$ cat config.mk
export PLATFORM = sky130hd
export DESIGN_NAME = ref_regfile
export DESIGN_NICKNAME = d
export VERILOG_FILES = /design/src/rtl/ref_regfile.sv
export SDC_FILE = /design/constraint.sdc
export NUM_CORES = 1
export LEC_CHECK = 0
export ABC_AREA = 1
export CAP_MARGIN = 5
export CORE_UTILIZATION = 45
export DETAILED_ROUTE_END_ITERATION = 16
export GPL_TIMING_DRIVEN = 0
export HOLD_SLACK_MARGIN = 0.02
export PLACE_DENSITY = 0.67
export SLEW_MARGIN = 40
export SYNTH_ARGS = -nofsm -noshare
export SYNTH_HDL_FRONTEND = slang
export SYNTH_SLANG_ARGS = --single-unit
$ cat constraint.sdc
create_clock -name clk -period 1.75 [get_ports clk]
set_clock_uncertainty 0.15 [all_clocks]
set_input_delay 0.2625 -clock clk [delete_from_list [all_inputs] [get_ports clk]]
set_output_delay 0.2625 -clock clk [all_outputs]
set_load 0.05 [all_outputs]
$ cat src/rtl/ref_regfile.sv
module ref_regfile #(
    parameter int DATA_W = 32,
    parameter int DEPTH  = 8,
    localparam int IDX_W = $clog2(DEPTH)
) (
    input  logic              clk,
    input  logic              rst_n,
    input  logic              own_we,
    input  logic [IDX_W-1:0]  own_idx,
    input  logic [DATA_W-1:0] own_data,
    input  logic              peer_we,
    input  logic [IDX_W-1:0]  peer_idx,
    input  logic [DATA_W-1:0] peer_data,
    input  logic [IDX_W-1:0]  rd_idx,
    output logic [DATA_W-1:0] rd_data
);

    logic [DATA_W-1:0] slot_q [DEPTH];

    // One register per slot; the own port wins over the partner port.
    for (genvar s = 0; s < DEPTH; s++) begin : g_slot
        logic own_hit;
        logic peer_hit;
        assign own_hit  = own_we  && (own_idx  == IDX_W'(s));
        assign peer_hit = peer_we && (peer_idx == IDX_W'(s));

        always_ff @(posedge clk or negedge rst_n) begin
            if (!rst_n) begin
                slot_q[s] <= '0;
            end else if (own_hit) begin
                slot_q[s] <= own_data;
            end else if (peer_hit) begin
                slot_q[s] <= peer_data;
            end
        end
    end

    // Combinational read with a bypass of a same-cycle partner write.
    always_comb begin
        if (peer_we && (peer_idx == rd_idx)) begin
            rd_data = peer_data;
        end else begin
            rd_data = slot_q[rd_idx];
        end
    end

endmodule

# [Word level (Yosys, flattened, before mapping)]
# Index checks and enable logic that the tools add are counted.
[word_totals] register_bits=256 in_bits=77 output_inout_bits=32
[classes] muxes=20 n_reduce_logical=27 bitwise=1 n_eq_ne=15 order_cmp=1
[ops] operator="two-way mux 32 bit" n=19
[ops] operator="binary-select mux 32 bit (select 3 bit)" n=1
[ops] operator="equality test 3 bit, second input constant" n=8
[ops] operator="logical AND 1 bit" n=17
[ops] operator="nonzero test 2 bit" n=8
[ops] operator="equality test 3 x 2 -> 1 bit, second input constant" n=4
[ops] operator="equality test 3 x 1 -> 1 bit, second input constant" n=2
[ops] operator="zero test 3 bit" n=2
[ops] operator=">= comparator 4 bit, second input constant" n=1
[ops] operator="inverter 3 -> 4 bit" n=1
[ops] operator="equality test 3 bit" n=1

# [Longest topological paths before layout]
[logic_depth] word_depth=5 depth_mapped=10 depth_no_buf=8

# [Least setup slack after synthesis]
# No wires, ideal clock.
[synth_timing] path_type="input -> output" startpoint="input port rd_idx[2]" endpoint="output port rd_data[10]" required_ps=1337 path_slack_ps=-126 n_path_buf=2 arrival_time_ps=1464 cell_stages=9 path_cell_list="buf_2 > inv_2 > nand2_1 > nand2_1 > nor2_1 > nand2_1 > clkbuf_1 > nand3_1 > nand2_1"
[synth_via] elab_chain_len=5 elab_cells_between_ends=7 cone_classes="eq/ne: 1; mux: 4; bitwise: 1; reduce/logical: 1"
[synth_lines] item="start: declaration" line_no="14" source="input logic [IDX_W-1:0] rd_idx,"
[synth_lines] item="inverter 3 -> 4 bit (not written as such)" line_no="43" source="rd_data = slot_q[rd_idx];"
[synth_lines] item="binary-select mux 32 bit (select 3 bit)" line_no="43"
[synth_lines] item="two-way mux 32 bit (not written as such) (2 in a row)" line_no="43"
[synth_lines] item="two-way mux 32 bit (*)" line_no="40" source="if (peer_we && (peer_idx == rd_idx)) begin"
[synth_lines] item="end: declaration" line_no="15" source="output logic [DATA_W-1:0] rd_data"
# Every way passes the cells marked *; elsewhere a longest branch is shown, timed or not. The select of a mux whose other input is x is not followed.

# [Final worst setup path]
[layout_timing] startpoint="input port rd_idx[2]" endpoint="output port rd_data[24]"
# The elaborated chain is that of the path after synthesis.

==> flow_summary.toml <==
[detailed_routing]
wl_met3_um = 7740
met2_length_um = 29000
avgViaCountPerCell = 6.00
wirelength_met1_um = 25900
routed-via-count = 17100
highest_layer = "met4"
drt-pass1-iter-count = 6
antenna_left = 0
routed_wl_um = 66500
drtIter0Drc = 2118
wl_per_cell_um = 23.4
drc_errors = 0

[flow_run]
cap_violations = 0

[finish]
final_util = 0.603
areaGrowthSynthToFinish_pct = 32.4
drive_gt1_frac = 0.273
nets = 2450
top_register = "slot_q"
largest_reg_flops = 256
reg_top3 = "slot_q x256"

[cts]
root_buffer = "clkbuf_16"
clock_latency_ns = 0.58
cts.sinks = 256
cts_made_buffers = 30
clk_path_buf_depth = 3
clkTransAtPathRegs_ns = 0.06
htree_levels = 1
cts_tree = "done"

[grt]
grt_usage = 0.385
grt_pass1_wl_um = 98400
grt_pass1_vias = 16300
grt_max_degree = 69
grt_remaining_overflow = 0
antenna_found_initial = 0

[critical_path]
worst_ep_required_time_ns = 1.34
startpoint_type = "input port"
cp.arrival_ns = 1.61
crit_type = "input port to output pin"
cp_max_fo = 7
end_kind = "output pin"

[power]
static-leakage-power_nw = 9.93
totalPowerFinal_mw = 20.7
peakVddDrop_mv = 0.909
pwr_density_cell_nw_per_um2 = 1030

[yosys]
synth.avg_cell_area_sq_um = 6.97
ys_types = 23
synthesis.area_sq_um = 15200
ys_warn_count = 0
netlist_instances = 2186
ys_ff_latch = 256
ys_seq_area_frac = 0.420
synthesis.nets = 2263

[floorplan]
die_h_um = 186
coreArea_sq_um = 33400
die_area_sq_um = 34600
rows = 67
start_util = 0.456
io_pins = 109
die_w_um = 186

[sta]
fin_crit_sh = 1.16
whs_ns = 0.0438
worst-slew-pin-transition_ns = 0.819
hold_viol_final = 0
fmax_mhz = 493
setup_viol = 32
slew_headroom = 0.452
min_period_ns = 2.03
slew_violations = 0
setup_ws_ns = -0.277
rsz0062_at_grt = "yes"

[outcome]
status = "complete, but fails checks"
violations = "setup timing"

[worst_hold_path]
min_path_type = "input port to async pin"

[place]
place.gp.congestion = 0.956
dpl.hpwl_um = 43300
io_buffers = 100
-- per-stage QoR --
step	area [sq um]	std cells	worst slack, ns	TNS, ns
6_report	20200	2844	-0.277	-7.44
5_1_grt	20200	2843	-0.302	-8.39
4_1_cts	19200	2822	-0.258	-6.97
3_5_place_dp	17000	2738	-1.92	-236.19
3_3_place_gp	16900	2734	-11.51	-3169.96
2_1_floorplan	15300	2186	-0.0223	-0.668
-- critical path, stage by stage --
cell	delay, ns
buf_4	0.16
inv_6	0.09
nand2_1	0.07
nand2_1	0.09
nor2_2	0.04
nand2_2	0.11
clkinv_4	0.09
buf_12	0.15
buf_12	0.12
buf_12	0.13
nand2_1	0.07
nand2_2	0.06
buf_8	0.15
-- logic make-up after synthesis --
family,after synthesis,share of synthesized area
AO/OA/AOI/OAI,479,0.184
AND/OR/NAND/NOR,963,0.263
buffers and inverters,488,0.133
flip-flops,256,0.420
-- where the power goes --
| group | internal [mW] | switching (mW) |
|---|---|---|
| Combinational | 2.23 | 3.77 |
| Clock | 4.36 | 2.72 |
| Sequential | 7.19 | 0.463 |
| Total | 13.8 | 6.96 |
-- worst paths after layout --
kind	from	endpoint	slack, ns	cells past startpoint
max reg2reg	slot_q[111]$_DFFE_PN0P_	slot_q[111]$_DFFE_PN0P_	0.74	4
max in group asynchronous	rst_n	slot_q[211]$_DFFE_PN0P_	0.41	4
max	rd_idx[2]	rd_data[24]	-0.28	13
min in group clk	own_we	slot_q[157]$_DFFE_PN0P_	0.06	5
min reg2reg	slot_q[249]$_DFFE_PN0P_	slot_q[249]$_DFFE_PN0P_	0.34	2
min	rst_n	slot_q[168]$_DFFE_PN0P_	0.04	2
-- layer usage --
metal,up-vias,track usage
met5,-,0.00741
met4,0,0.215
met3,270,0.101
met2,1182,0.575
met1,8169,0.505
li1,7447,-
-- cells in the final DEF (no fill, tap or decap), drive strengths merged --
cell	n
a21oi	13
buf	178
bufinv	5
clkbuf	111
clkdlybuf4s50	57
clkinv	5
clkinvlp	1
dfrtp	256
diode	1
dlygate4sd2	2
dlygate4sd3	8
dlymetal6s2s	2
inv	328
nand2	629
nand3	283
nor2	51
o211ai	146
o21ai	302
o22ai	18
-- repair_timing --
item,4_1_cts,5_1_grt
gates cloned,2,0
buffers inserted,20,21
pin swaps,72,82
resized for setup,507,313
hold buffers,8,0
setup endpoints to repair,247,189
hold endpoints to repair,239,0
-- synthesized netlist by cell type --
| cell type | number | area, sq um |
|---|---|---|
| o21ai_1 | 63 | 315 |
| buf_6 | 9 | 101 |
| o22ai_1 | 18 | 113 |
| buf_2 | 61 | 305 |
| dfrtp_1 | 256 | 6410 |
| nand2_2 | 13 | 81.3 |
| o211ai_1 | 143 | 1070 |
| o211ai_2 | 3 | 37.5 |
| nand2_1 | 616 | 2310 |
| clkbuf_1 | 60 | 225 |
| clkinv_1 | 1 | 3.75 |
| nand3_1 | 283 | 1420 |
| a21oi_1 | 12 | 60.1 |
| inv_1 | 322 | 1210 |
| nor2_1 | 48 | 180 |
| buf_4 | 11 | 82.6 |
| inv_2 | 8 | 30.0 |
| a21oi_2 | 1 | 8.76 |
| nor2_2 | 2 | 12.5 |
| clkbuf_2 | 3 | 15.0 |
| buf_1 | 13 | 48.8 |
| o21ai_0 | 239 | 1200 |
| nor2_4 | 1 | 11.3 |
-- area by class of cell --
type	instances	area [sq um]
Tap cell	448	561
Timing Repair Buffer	155	1730
Inverter	331	1260
Fill cell	2999	13300
Antenna cell	1	2.50
Sequential cell	256	6410
Clock inverter	8	165
Multi-Input combinational cell	1442	7880
Clock buffer	46	932
Buffer	157	1250
Note: power is estimated with default switching activity, not from simulation.
